[src/rtl/sar_pkg.sv]
package sar_pkg;
  typedef enum logic [1:0] {
    ST_IDLE = 2'd0,
    ST_SAMP = 2'd1,
    ST_CONV = 2'd2
  } sar_state_e;
endpackage

[src/rtl/sar_seq.sv]
module sar_seq
  import sar_pkg::*;
#(
  parameter int NBITS    = 12,
  parameter int CAL_LOG2 = 4
) (
  input  logic             clk,
  input  logic             rst_n,
  input  logic             start_i,
  input  logic             cal_i,
  input  logic             cmp_i,
  output logic             sample_o,
  output logic             short_o,
  output logic [NBITS-2:0] cap_set_o,
  output logic [NBITS-2:0] cap_pol_o,
  output logic             raw_valid_o,
  output logic [NBITS-1:0] raw_code_o,
  output logic             cal_cnv_o,
  output logic             cal_first_o,
  output logic             cal_last_o
);
  localparam int NCAP = NBITS - 1;
  localparam int KW   = $clog2(NBITS);

  sar_state_e          state_q;
  logic [KW-1:0]       k_q;
  logic [KW-1:0]       k_dn;
  logic [NCAP-1:0]     bits_hi_q;
  logic [NCAP-1:0]     cap_set_q;
  logic [NCAP-1:0]     cap_pol_q;
  logic                cal_run_q;
  logic [CAL_LOG2-1:0] cal_cnt_q;

  // named internal events
  logic decide_w;
  logic last_w;

  assign decide_w = (state_q == ST_CONV);
  assign last_w   = decide_w && (k_q == '0);
  assign k_dn     = k_q - 1'b1;

  always_ff @(posedge clk or negedge rst_n) begin
    if (!rst_n) begin
      state_q   <= ST_IDLE;
      k_q       <= '0;
      bits_hi_q <= '0;
      cap_set_q <= '0;
      cap_pol_q <= '0;
      cal_run_q <= 1'b0;
      cal_cnt_q <= '0;
    end else begin
      case (state_q)
        ST_IDLE: begin
          if (start_i) begin
            state_q   <= ST_SAMP;
            cal_run_q <= cal_i;
            cal_cnt_q <= '0;
          end
        end
        ST_SAMP: begin
          state_q   <= ST_CONV;
          k_q       <= KW'(NBITS - 1);
          bits_hi_q <= '0;
          cap_set_q <= '0;
          cap_pol_q <= '0;
        end
        ST_CONV: begin
          if (k_q != '0) begin
            bits_hi_q[k_dn] <= cmp_i;
            cap_set_q[k_dn] <= 1'b1;
            cap_pol_q[k_dn] <= cmp_i;
            k_q             <= k_dn;
          end else begin
            cap_set_q <= '0;
            cap_pol_q <= '0;
            if (cal_run_q && (cal_cnt_q != '1)) begin
              cal_cnt_q <= cal_cnt_q + 1'b1;
              state_q   <= ST_SAMP;
            end else begin
              cal_run_q <= 1'b0;
              state_q   <= ST_IDLE;
            end
          end
        end
        default: state_q <= ST_IDLE;
      endcase
    end
  end

  assign sample_o    = (state_q == ST_SAMP);
  assign short_o     = cal_run_q;
  assign cap_set_o   = cap_set_q;
  assign cap_pol_o   = cap_pol_q;
  assign raw_valid_o = last_w;
  assign raw_code_o  = {bits_hi_q, cmp_i};
  assign cal_cnv_o   = cal_run_q;
  assign cal_first_o = (cal_cnt_q == '0);
  assign cal_last_o  = (cal_cnt_q == '1);

  // the comparison after sampling sees no switched capacitor
  assert_msb_all_vcm_R3: assert property (@(posedge clk) disable iff (!rst_n)
    sample_o |=> (cap_set_q == '0));

  // each non-final decision moves exactly one more capacitor
  assert_one_cap_per_step_R4: assert property (@(posedge clk) disable iff (!rst_n)
    (decide_w && (k_q != '0)) |=> ($countones(cap_set_q) == $countones($past(cap_set_q)) + 1));

  // a start request during a conversion leads to no new sampling phase
  assert_start_ignored_R5: assert property (@(posedge clk) disable iff (!rst_n)
    (decide_w && !last_w && start_i) |=> !sample_o);
endmodule

[src/rtl/sar_sw_drv.sv]
module sar_sw_drv #(
  parameter int NCAP = 11
) (
  input  logic [NCAP-1:0] cap_set_i,
  input  logic [NCAP-1:0] cap_pol_i,
  output logic [NCAP-1:0] p_refp_o,
  output logic [NCAP-1:0] p_vcm_o,
  output logic [NCAP-1:0] p_refn_o,
  output logic [NCAP-1:0] n_refp_o,
  output logic [NCAP-1:0] n_vcm_o,
  output logic [NCAP-1:0] n_refn_o
);
  for (genvar c = 0; c < NCAP; c++) begin : g_cap
    // pol = 1: positive side compared higher, pull it down and the mirror up
    assign p_vcm_o[c]  = ~cap_set_i[c];
    assign n_vcm_o[c]  = ~cap_set_i[c];
    assign p_refn_o[c] = cap_set_i[c] &  cap_pol_i[c];
    assign n_refp_o[c] = cap_set_i[c] &  cap_pol_i[c];
    assign p_refp_o[c] = cap_set_i[c] & ~cap_pol_i[c];
    assign n_refn_o[c] = cap_set_i[c] & ~cap_pol_i[c];
  end
endmodule

[src/rtl/sar_ofs.sv]
module sar_ofs #(
  parameter int NBITS    = 12,
  parameter int CAL_LOG2 = 4
) (
  input  logic             clk,
  input  logic             rst_n,
  input  logic             raw_valid_i,
  input  logic [NBITS-1:0] raw_code_i,
  input  logic             cal_cnv_i,
  input  logic             cal_first_i,
  input  logic             cal_last_i,
  output logic [NBITS-1:0] data_o,
  output logic             eoc_o
);
  localparam int AW = NBITS + CAL_LOG2 + 1;
  localparam int OW = NBITS + 1;
  localparam int DW = NBITS + 2;

  // signed distance of a raw code from mid-scale
  function automatic logic signed [AW-1:0] centered(input logic [NBITS-1:0] raw);
    logic signed [AW-1:0] mid;
    mid = AW'(1) <<< (NBITS - 1);
    return signed'(AW'(raw)) - mid;
  endfunction

  // raw minus offset, clamped to the code range
  function automatic logic [NBITS-1:0] sat_sub(input logic [NBITS-1:0] raw,
                                               input logic signed [OW-1:0] off);
    logic signed [DW-1:0] d;
    logic signed [DW-1:0] top;
    top = signed'(DW'((1 << NBITS) - 1));
    d   = signed'(DW'(raw)) - DW'(off);
    if (d < 0)        return '0;
    else if (d > top) return '1;
    else              return d[NBITS-1:0];
  endfunction

  logic signed [AW-1:0] acc_q;
  logic signed [AW-1:0] acc_nx;
  logic signed [OW-1:0] off_q;
  logic                 cal_take_w;
  logic                 user_take_w;

  assign cal_take_w  = raw_valid_i && cal_cnv_i;
  assign user_take_w = raw_valid_i && !cal_cnv_i;
  assign acc_nx      = (cal_first_i ? '0 : acc_q) + centered(raw_code_i);

  always_ff @(posedge clk or negedge rst_n) begin
    if (!rst_n) begin
      acc_q  <= '0;
      off_q  <= '0;
      data_o <= '0;
      eoc_o  <= 1'b0;
    end else begin
      eoc_o <= user_take_w;
      if (user_take_w) data_o <= sat_sub(raw_code_i, off_q);
      if (cal_take_w) begin
        acc_q <= acc_nx;
        if (cal_last_i) off_q <= acc_nx[AW-1:CAL_LOG2];
      end
    end
  end

  // strobe lasts a single cycle
  assert_eoc_pulse_R5: assert property (@(posedge clk) disable iff (!rst_n)
    eoc_o |=> !eoc_o);

  // calibration conversions raise no strobe
  assert_cal_silent_R7: assert property (@(posedge clk) disable iff (!rst_n)
    cal_take_w |=> !eoc_o);
endmodule

[src/rtl/sar_vcm_ctrl.sv]
module sar_vcm_ctrl #(
  parameter int NBITS    = 12,
  parameter int CAL_LOG2 = 4
) (
  input  logic             clk,
  input  logic             rst_n,
  input  logic             start_i,
  input  logic             cal_i,
  input  logic             cmp_i,
  output logic             sample_o,
  output logic             short_o,
  output logic [NBITS-2:0] sw_p_refp_o,
  output logic [NBITS-2:0] sw_p_vcm_o,
  output logic [NBITS-2:0] sw_p_refn_o,
  output logic [NBITS-2:0] sw_n_refp_o,
  output logic [NBITS-2:0] sw_n_vcm_o,
  output logic [NBITS-2:0] sw_n_refn_o,
  output logic [NBITS-1:0] data_o,
  output logic             eoc_o
);
  localparam int NCAP = NBITS - 1;

  logic [NCAP-1:0]  cap_set_w;
  logic [NCAP-1:0]  cap_pol_w;
  logic             raw_valid_w;
  logic [NBITS-1:0] raw_code_w;
  logic             cal_cnv_w;
  logic             cal_first_w;
  logic             cal_last_w;

  sar_seq #(.NBITS(NBITS), .CAL_LOG2(CAL_LOG2)) u_seq (
    .clk         (clk),
    .rst_n       (rst_n),
    .start_i     (start_i),
    .cal_i       (cal_i),
    .cmp_i       (cmp_i),
    .sample_o    (sample_o),
    .short_o     (short_o),
    .cap_set_o   (cap_set_w),
    .cap_pol_o   (cap_pol_w),
    .raw_valid_o (raw_valid_w),
    .raw_code_o  (raw_code_w),
    .cal_cnv_o   (cal_cnv_w),
    .cal_first_o (cal_first_w),
    .cal_last_o  (cal_last_w)
  );

  sar_sw_drv #(.NCAP(NCAP)) u_drv (
    .cap_set_i (cap_set_w),
    .cap_pol_i (cap_pol_w),
    .p_refp_o  (sw_p_refp_o),
    .p_vcm_o   (sw_p_vcm_o),
    .p_refn_o  (sw_p_refn_o),
    .n_refp_o  (sw_n_refp_o),
    .n_vcm_o   (sw_n_vcm_o),
    .n_refn_o  (sw_n_refn_o)
  );

  sar_ofs #(.NBITS(NBITS), .CAL_LOG2(CAL_LOG2)) u_ofs (
    .clk         (clk),
    .rst_n       (rst_n),
    .raw_valid_i (raw_valid_w),
    .raw_code_i  (raw_code_w),
    .cal_cnv_i   (cal_cnv_w),
    .cal_first_i (cal_first_w),
    .cal_last_i  (cal_last_w),
    .data_o      (data_o),
    .eoc_o       (eoc_o)
  );

  // when the result is presented, the whole array is back at common mode
  assert_vcm_at_eoc_R6: assert property (@(posedge clk) disable iff (!rst_n)
    eoc_o |-> ((&sw_p_vcm_o) && (&sw_n_vcm_o)));
endmodule

[config.mk]
export PLATFORM = sky130hd
export DESIGN_NAME = sar_vcm_ctrl
export DESIGN_NICKNAME = d
export VERILOG_FILES = /design/src/rtl/sar_pkg.sv /design/src/rtl/sar_seq.sv /design/src/rtl/sar_sw_drv.sv /design/src/rtl/sar_ofs.sv /design/src/rtl/sar_vcm_ctrl.sv
export SDC_FILE = /design/constraint.sdc
export NUM_CORES = 1
export LEC_CHECK = 0
export BUFFER_PORTS_ARGS = -buffer_cell sky130_fd_sc_hd__clkbuf_2
export CORE_UTILIZATION = 45
export CTS_BUF_LIST = sky130_fd_sc_hd__clkbuf_2
export CTS_CLUSTER_SIZE = 28
export DETAILED_ROUTE_END_ITERATION = 7
export PLACE_DENSITY = 0.77
export SKIP_CTS_REPAIR_TIMING = 1
export SLEW_MARGIN = 5
export SYNTH_ARGS = -nofsm -noshare
export SYNTH_HDL_FRONTEND = slang
export SYNTH_SLANG_ARGS = --single-unit
[constraint.sdc]
create_clock -name clk -period 3.2 [get_ports clk]
set_clock_uncertainty 0.15 [all_clocks]
set_input_delay 0.8 -clock clk [delete_from_list [all_inputs] [get_ports clk]]
set_output_delay 0.8 -clock clk [all_outputs]
set_load 0.005 [all_outputs]
# Word level (Yosys, flattened, before mapping)
# Cells that the tools add are included.
# totals
regBits	87
inputBits	5
out_inout_bits	81
word_cells	118
# op_classes
addsub	5
n_lt_le_gt_ge	4
eq_ne	9
n_mux	27
n_bitwise	45
reduce_logical	17
# op_table
operator	count
one-hot mux 11 bit (2 select lines)	3
two-way mux 11 bit	3
two-way mux 12 bit	2
bitwise AND 1 bit	22
bitwise mux 11 bit	2
inverter 1 bit	22
adder 17 bit	1
two-way mux 17 bit	1
two-way mux 4 bit	4
one-hot mux 4 bit (2 select lines)	2
> comparator 14 x 13 -> 1 bit, second input constant	1
< comparator 14 x 1 -> 1 bit, second input constant	1
subtractor 13 x 13 -> 14 bit	1
subtractor 12 x 12 -> 13 bit, second input constant	1
OR 11 bit	1
inequality test 2 bit, second input constant	5
zero test 4 bit	2
AND reduction 4 bit	2
one-hot mux 2 bit (3 select lines)	1
AND reduction 2 bit	3
logical AND 1 bit	5
< comparator 4 x 5 -> 1 bit, second input constant	1
two-way mux 1 bit	5
adder 4 x 1 -> 4 bit, second input constant	1
13 further kinds	15

# Logic depth before layout (Yosys ltp)
# Gate-level depths: netlist of run 1.
# depth
ltp_word	8
ltp_mapped	14
mapped_depth_nobuf	14

# By module
# A second synthesis of run 1 with hierarchy kept.
# unflattened
cells_unflattened	710
area_unflattened_um2	6160.9
# modules_own_cells
mod	instances	cells_each	area_per_inst_um2
sar_ofs	1	381	3254.4
sar_seq	1	263	2438.6
sar_sw_drv	1	66	467.9

# Least setup slack after synthesis of run 1
# Ideal clock, no wire load.
# synth_path
path_kind	reg2reg
startpoint	register u_seq.cal_cnt_q[0]
endpoint	register u_ofs.off_q[12]
setup_ns	0.082
arrival_ns	3.237
t_required_ns	2.968
slack_ns	-0.268
stages_incl_launch_ff	13
n_path_buf	1
cell_sequence	dfrtp_1 inv_1 ha_1 nor3b_1 clkbuf_1 nor2b_1 ha_1 a21o_1 o31ai_1 o21a_4 a21oi_2 or4_1 a31oi_1
# synth_via
elab_chain_cells	3
# synth_rtl
element	line_no	rtl
start, declared	sar_seq.sv:32	logic [CAL_LOG2-1:0] cal_cnt_q;
start signal, assigned	sar_seq.sv:77	cal_cnt_q <= cal_cnt_q + 1'b1;
zero test 4 bit	sar_seq.sv:97	assign cal_first_o = (cal_cnt_q == '0);
two-way mux 17 bit	sar_ofs.sv:46	assign acc_nx = (cal_first_i ? '0 : acc_q) + centered(raw_code_i);
adder 17 bit	sar_ofs.sv:46	
end signal, assigned	sar_ofs.sv:59	if (cal_last_i) off_q <= acc_nx[AW-1:CAL_LOG2];
end, declared	sar_ofs.sv:40	logic signed [OW-1:0] off_q;
# Parallel ways exist; a longest one is shown, timed or not.
# A chain may end at the register's enable or synchronous reset.

# Worst setup path in the final report of run 1
# layout_path
startpoint	register u_seq.cal_cnt_q[0]
endpoint	register u_ofs.acc_q[15]
# layout_via
elab_chain_cells	3
# layout_rtl
element	line_no	rtl
zero test 4 bit	sar_seq.sv:97	
two-way mux 17 bit	sar_ofs.sv:46	
adder 17 bit	sar_ofs.sv:46	
end signal, assigned	sar_ofs.sv:58	acc_q <= acc_nx;
end, declared	sar_ofs.sv:38	logic signed [AW-1:0] acc_q;
# Every way passes these cells.

==> results of run 1 <==
==> power groups by stage <==
stage | clock network, uW | logic (uW) | registers [uW]
4_1_cts | 619 | 1800 | 1250
6_report | 611 | 2050 | 1250
5_1_grt | 655 | 2240 | 1270
3_3_place_gp | 0 | 1730 | 1270
2_1_floorplan | 0 | 1320 | 1250
3_5_place_dp | 0 | 1790 | 1270
==> path summary, 6_finish.rpt <==
check | from | endpoint | slack (ns) | depth (start not counted)
setup / recovery | u_seq.cal_cnt_q[0]$_DFFE_PN0P_ | u_ofs.acc_q[15]$_DFFE_PN0P_ | 0.09 | 13
hold / removal | u_ofs.acc_q[3]$_DFFE_PN0P_ | u_ofs.acc_q[3]$_DFFE_PN0P_ | 0.37 | 2
setup reg to reg | u_seq.cal_cnt_q[0]$_DFFE_PN0P_ | u_ofs.acc_q[15]$_DFFE_PN0P_ | 0.09 | 13
hold reg to reg | u_ofs.acc_q[3]$_DFFE_PN0P_ | u_ofs.acc_q[3]$_DFFE_PN0P_ | 0.37 | 2
max in group asynchronous | rst_n | u_ofs.data_o[9]$_DFFE_PN0P_ | 1.74 | 3
min in group asynchronous | rst_n | u_seq.cal_cnt_q[3]$_DFFE_PN0P_ | 0.50 | 2
==> worst register-to-register path, delay by kind of cell, from the launching register on <==
family / cells / cell delay (ns)
AO/OA/AOI/OAI: 4 / 0.95
flip-flops: 1 / 0.46
AND/OR/NAND/NOR: 3 / 0.39
adder cells (fa/ha/maj): 2 / 0.38
multiplexers: 1 / 0.28
buffers and inverters: 2 / 0.26
XOR/XNOR: 1 / 0.15
==> kinds of logic (layout without fill, tap and decap cells) <==
family	after synthesis	count (layout)
fa+ha+maj	41	41
mux	16	16
flops	87	87
compound gates	175	175
buf+inv	95	182
xor+xnor	24	24
simple gates	202	202
other cells	0	1
==> routing by layer <==
| metal | vias to the layer above | wire [um] |
|---|---|---|
| li1 | 2338 | - |
| met1 | 2266 | 5680 |
| met2 | 163 | 6260 |
| met3 | 24 | 688 |
| met4 | 0 | 282 |
| met5 | - | 0 |
==> flip-flops by register name, indices dropped and copies added (netlist names) <==
name	flops
u_seq.bits_hi_q	11
u_seq.cal_cnv_o	1
u_seq.k_q	4
u_seq.cap_pol_o	11
u_ofs.eoc_o	1
u_ofs.off_q	13
u_seq.cap_set_o	11
u_seq.cal_cnt_q	4
u_ofs.acc_q	17
u_seq.state_q	2
u_ofs.data_o	12
==> stage by stage <==
stage | setup slack, ns | area (um2)
floorplan | 0.0415 | 5670
detailed placement | -0.196 | 6200
finish | 0.0882 | 6610
global placement | -0.0822 | 6200
CTS | -0.104 | 6320
global route | -0.0666 | 6610
==> cell usage in the layout, fill, tap and decap left out, drive strengths merged, types with 12 or more instances in the layout <==
master	count
a211oi	17
nand2b	12
mux2	16
o21a	12
nor2b	22
xnor2	14
a21oi	67
inv	43
nand3	23
dfrtp	87
nor2	43
ha	39
clkbuf	93
and2	16
nand2	63
buf	41
o21ai	36
==> Yosys cell counts, drive strengths merged, types with 17 or more instances <==
library cell  number
dfrtp             87
a211oi            17
nor2              43
ha                39
nand3             23
a21oi             67
nor2b             22
o21ai             36
nand2             63
buf               35
clkbuf            20
inv               40
==> cell type report <==
| class | count | area (um2) | area share |
|---|---|---|---|
| antenna | 1 | 2.50 | 0.000379 |
| clock buffer | 9 | 45.0 | 0.00681 |
| clock inverter | 7 | 78.8 | 0.0119 |
| inverter | 40 | 150 | 0.0227 |
| multi-input combinational | 458 | 3180 | 0.481 |
| sequential | 87 | 2180 | 0.329 |
| tap | 168 | 210 | 0.0318 |
| timing repair buffer | 126 | 769 | 0.116 |
==> flow_summary_export.csv, run 1 <==
group,metric,value,unit
global_route,overflow,0,
global_route,grt_pass1_vias,4505,
setup_path,start_kind,"flip-flop",
synth,synth-edff-count,0,
global_route,gr-usage-all-layers,0.200,
setup_path,slowest_stage,"dfrtp_1",
routing,drt_wl_total,12.9,mm
setup_path,cp.required,3.56,ns
die,die_w,114,um
global_route,use_met2,0.339,
global_route,grt_pass1_wl,20.9,mm
timing,finalHoldViolCount,0,
timing,fin_crit_sh,0.972,
clock_tree,cts-root-buf,"clkbuf_2",
synth,synth_compound_area_frac,0.193,
setup_path,cpPeakStageDelay,0.46,ns
timing,setup_viol,0,
layout,instances_no_fill,896,
setup_path,cp_top_family,"compound AO/OA/AOI/OAI gates",
timing,worstMarginPinSlew,0.820,ns
timing,max_slew_margin,0.452,
place,io_buffer_count,85,
synth,synth.mux.area_fraction,0.0319,
layout,drive_gt1_frac,0.267,
die,ioPinCount,86,
timing,max_freq,321,MHz
die,core_area,12100,um2
place,dp.cells,866,
routing,drtIter0Drc,405,
synth,ys_ff_latch,87,
worst_hold_path,holdCritPathClass,"flip-flop to flip-flop",
place,place_congestion,0.874,
setup_path,worstPathMaxFanout,5,
die,dieArea,13000,um2
clock_tree,clock_sinks,87,
global_route,grtUsageMet1,0.259,
synth,yosys.area_share.simple,0.175,
timing,layout_min_cycle_time,3.11,ns
die,start_util,0.467,
routing,route.detailed.drc,0,
synth,synthArstFlopShare,1.00,
clock_tree,path_clk_slew,0.27,ns
synth,yosys-top-cells-area,"dfrtp_1 (38%), ha_1 (8.6%), a21oi_1 (5.8%), buf_4 (4.4%), nand2_1 (4.2%)",
synth,syn_area,5660,um2
power,power_frac_clock,0.156,
synth,synth_xor_area_frac,0.0372,
setup_path,cp.buffers_inverters,2,
timing,tns,0,ns
synth,syn_area_per_cell,8.84,um2
routing,routedWlPerCell,14.4,um
die,die_h,114,um
global_route,grt_use_met3,0.0201,
power,ir_drop,266,uV
setup_path,end_kind,"flip-flop",
place,dp_hpwl,9.55,mm
clock_tree,cts_buffer_depth,2,
routing,routed_via_density,5.35,
power,leakagePower,0.00314,uW
setup_path,cp_cell_sequence,"inv_2 > ha_4 > nor3b_4 > buf_6 > nor2b_4 > ha_4 > a211oi_4 > nor3b_4 > o31ai_4 > o311ai_4 > a31oi_1 > xnor2_1 > mux2_4",
power,switching_power,1670,uW
clock_tree,tritoncts,"done",
synth,yosysWarnings,0,
power,seqPwrFrac,0.320,
routing,antenna_left,0,
layout,syn2layout_area_growth,16.9,%
routing,vias,4791,
routing,drt_first_pass_iters,6,
synth,yosysSeqAreaShare,0.385,
power,p_int,2250,uW
layout,final_util,0.546,
setup_path,cp.arrival,3.47,ns
synth,synth_area_leader_cell,"dfrtp_1",
layout,final_nets,768,
global_route,antenna_found_initial,1,
outcome,status,"finished, final reports clean",
synth,synth_ff_type,"dfrtp_1",
clock_tree,cts_buffers,9,
synth,synthCells,640,
synth,synth.distinct_cells,50,
power,comb_power_share,0.523,
power,power.total,3910,uW
power,p_sw_frac,0.426,
clock_tree,htreeDepth,3,
synth,synth_top_family_by_area,"compound AO/OA/AOI/OAI gates",
timing,finalMaxSlewViolations,0,
synth,synth_top_area_frac,0.385,
flow_run,max_cap_violations,0,
global_route,busiest_layer,"met2",
layout,fillers,1057,
synth,syn_nets,686,
synth,synthAdderAreaFrac,0.0933,
timing,rsz0062_at_grt,"true",
timing,holdWs,0.371,ns
setup_path,crit_type,"flip-flop to flip-flop",
power,power_density,592,nW/um2
clock_tree,clock_latency,0.60,ns
global_route,grt_max_degree,53,
die,row_count,40,
(Power assumes the default switching activity.)
==> inputs of run 2 (changes only) <==
--- a/config.mk
+++ b/config.mk
@@ -12,6 +12,7 @@
 export DETAILED_ROUTE_END_ITERATION = 7
 export PLACE_DENSITY = 0.77
 export SKIP_CTS_REPAIR_TIMING = 1
+export SKIP_LAST_GASP = 1
 export SLEW_MARGIN = 5
 export SYNTH_ARGS = -nofsm -noshare
 export SYNTH_HDL_FRONTEND = slang
==> constraint.sdc (replaced) <==
create_clock -name clk -period 3.2 [get_ports clk]
set_clock_uncertainty 0.15 [all_clocks]
set_input_delay 0.16 -clock clk [delete_from_list [all_inputs] [get_ports clk]]
set_output_delay 0.16 -clock clk [all_outputs]
set_load 0.005 [all_outputs]
==> flow_summary_export.csv, run 2 (synthesis gave the netlist of run 1 again) <==
group,metric,value,unit
flow_run,max_cap_violations,0,
clock_tree,path_clk_slew,0.24,ns
layout,regArea,2180,um2
setup_path,cp.buffers_inverters,2,
timing,finalHoldViolCount,0,
timing,setup_ws,0.0358,ns
layout,final_nets,763,
power,seqPwrFrac,0.322,
timing,rsz0062_at_grt,"true",
setup_path,cp_top_family,"simple AND/OR/NAND/NOR gates",
layout,drive_gt1_frac,0.247,
routing,antenna_left,0,
setup_path,cp_cell_sequence,"inv_2 > ha_2 > nor3b_4 > nor2b_1 > ha_2 > inv_2 > fa_2 > nor2b_4 > o31a_1 > nor4_4 > nor2_1 > o21ai_0 > or4_1 > a31oi_1",
worst_hold_path,hp-start,"start_i",
power,leakagePower,0.00310,uW
layout,regMostFlops,"u_ofs.acc_q",
die,start_util,0.467,
worst_hold_path,whs_endpoint,"u_seq.state_q[1]$_DFFE_PN0P_",
setup_path,worstReg2RegStart,"u_seq.cal_cnt_q[0]$_DFFE_PN0P_",
timing,worstMarginPinSlew,0.783,ns
global_route,grt_pass1_wl,21.1,mm
layout,syn2layout_area_growth,15.9,%
setup_path,r2r_cells,14,
place,place_congestion,0.873,
power,ir_drop,272,uV
power,p_int,2270,uW
timing,setup_viol,0,
worst_hold_path,holdCritPathClass,"input port to flip-flop",
setup_path,cp.arrival,3.52,ns
layout,design_area,6560,um2
routing,drt_wl_total,13.1,mm
power,switching_power,1620,uW
clock_tree,clock_sinks,87,
power,comb_power_share,0.514,
timing,tns,0,ns
setup_path,worstPathMaxFanout,3,
routing,drtIter0Drc,336,
global_route,gr-usage-all-layers,0.203,
timing,finalMaxSlewViolations,0,
setup_path,cpPeakStageDelay,0.50,ns
layout,layout_common_cells,"clkbuf_2 (93), dfrtp_1 (87), a21oi_1 (65)",
timing,max_slew_margin,0.476,
clock_tree,tritoncts,"done",
global_route,grt_pass1_vias,4482,
layout,largest_reg_flops,17,
routing,drt_first_pass_iters,5,
setup_path,end_kind,"flip-flop",
clock_tree,cts_buffer_depth,2,
place,dpl_cell_area,6140,um2
clock_tree,cts_buffers,9,
setup_path,r2r_setup_slack,0.04,ns
die,row_count,40,
routing,route.detailed.drc,0,
power,power_frac_clock,0.163,
die,core_area,12100,um2
power,power.total,3890,uW
layout,multiInputGateArea,3140,um2
power,power_density,593,nW/um2
clock_tree,cts-root-buf,"clkbuf_2",
setup_path,cp.required,3.55,ns
worst_hold_path,hold_path_depth,4,
die,die_h,114,um
setup_path,start_kind,"flip-flop",
die,dieArea,13000,um2
routing,vias,4811,
global_route,grt_max_degree,43,
die,ioPinCount,86,
timing,max_freq,316,MHz
setup_path,crit_type,"flip-flop to flip-flop",
outcome,status,"finished, final reports clean",
timing,fin_crit_sh,0.989,
clock_tree,clock_latency,0.55,ns
layout,reg_top3,"u_ofs.acc_q: 17 flops, u_ofs.off_q: 13 flops, u_ofs.data_o: 12 flops",
setup_path,slowest_stage,"or4_1",
routing,routed_via_density,5.41,
power,p_sw_frac,0.416,
global_route,overflow,0,
global_route,antenna_found_initial,1,
place,io_buffer_count,85,
timing,layout_min_cycle_time,3.16,ns
place,post-place-ws,-0.000220,ns
place,dp_hpwl,9.72,mm
clock_tree,htreeDepth,3,
layout,fillers,1084,
layout,final_common_cell,"clkbuf_2",
die,die_w,114,um
timing,holdWs,0.364,ns
routing,routedWlPerCell,14.7,um
setup_path,reg2reg_to,"u_ofs.off_q[12]$_DFFE_PN0P_",
[run 2: layer usage]
layer	global-route usage	part of all wire
met1	0.266	0.44
met2	0.338	0.48
met3	0.0180	0.041
met4	0.104	0.032
met5	0	0
[run 2: through the flow]
stage / std cells / utilization
3_3_place_gp: 858 / 0.507
2_1_floorplan: 640 / -
6_report: 890 / 0.541
4_1_cts: 873 / 0.518
5_1_grt: 890 / 0.541
3_5_place_dp: 858 / 0.507
[run 2: power groups by stage]
| stage | Combinational [uW] | Clock (uW) | Sequential (uW) |
|---|---|---|---|
| after CTS | 1800 | 650 | 1250 |
| after detailed placement | 1790 | 0 | 1270 |
| after floorplan | 1320 | 0 | 1250 |
| final | 2000 | 635 | 1250 |
| after global routing | 2210 | 689 | 1260 |
| after global placement | 1730 | 0 | 1270 |
[run 2: worst max path at each step]
| stage | startpoint | endpoint | slack, ns | cells past startpoint |
|---|---|---|---|---|
| after global placement | u_seq.cal_cnt_q[0]$_DFFE_PN0P_ | u_ofs.off_q[12]$_DFFE_PN0P_ | 0.08 | 13 |
| after floorplan | u_seq.cal_cnt_q[0]$_DFFE_PN0P_ | u_ofs.off_q[12]$_DFFE_PN0P_ | 0.04 | 14 |
| after CTS | u_seq.cal_cnt_q[0]$_DFFE_PN0P_ | u_ofs.off_q[9]$_DFFE_PN0P_ | -0.05 | 14 |
| after global routing | u_seq.cal_cnt_q[1]$_DFFE_PN0P_ | u_ofs.acc_q[13]$_DFFE_PN0P_ | -0.14 | 14 |
| after detailed placement | u_seq.cal_cnt_q[0]$_DFFE_PN0P_ | u_ofs.off_q[12]$_DFFE_PN0P_ | -0.0002 | 14 |
| final | u_seq.cal_cnt_q[0]$_DFFE_PN0P_ | u_ofs.off_q[12]$_DFFE_PN0P_ | 0.04 | 14 |
[run 2: cell type report]
type | instances | area share
Timing Repair Buffer | 121 | 0.113
Tap cell | 168 | 0.0321
Clock buffer | 9 | 0.00687
Sequential cell | 87 | 0.332
Inverter | 40 | 0.0229
Multi-Input combinational cell | 458 | 0.479
Antenna cell | 1 | 0.000382
Clock inverter | 6 | 0.0132
[run 2: worst reg2reg max path: stages, from the launching register on]
cell and delay, ns:
dfrtp_1 0.42, inv_2 0.04, ha_2 0.15, nor3b_4 0.15
nor2b_1 0.12, ha_2 0.23, inv_2 0.05, fa_2 0.43
nor2b_4 0.13, o31a_1 0.25, nor4_4 0.08, nor2_1 0.13
o21ai_0 0.16, or4_1 0.50, a31oi_1 0.14
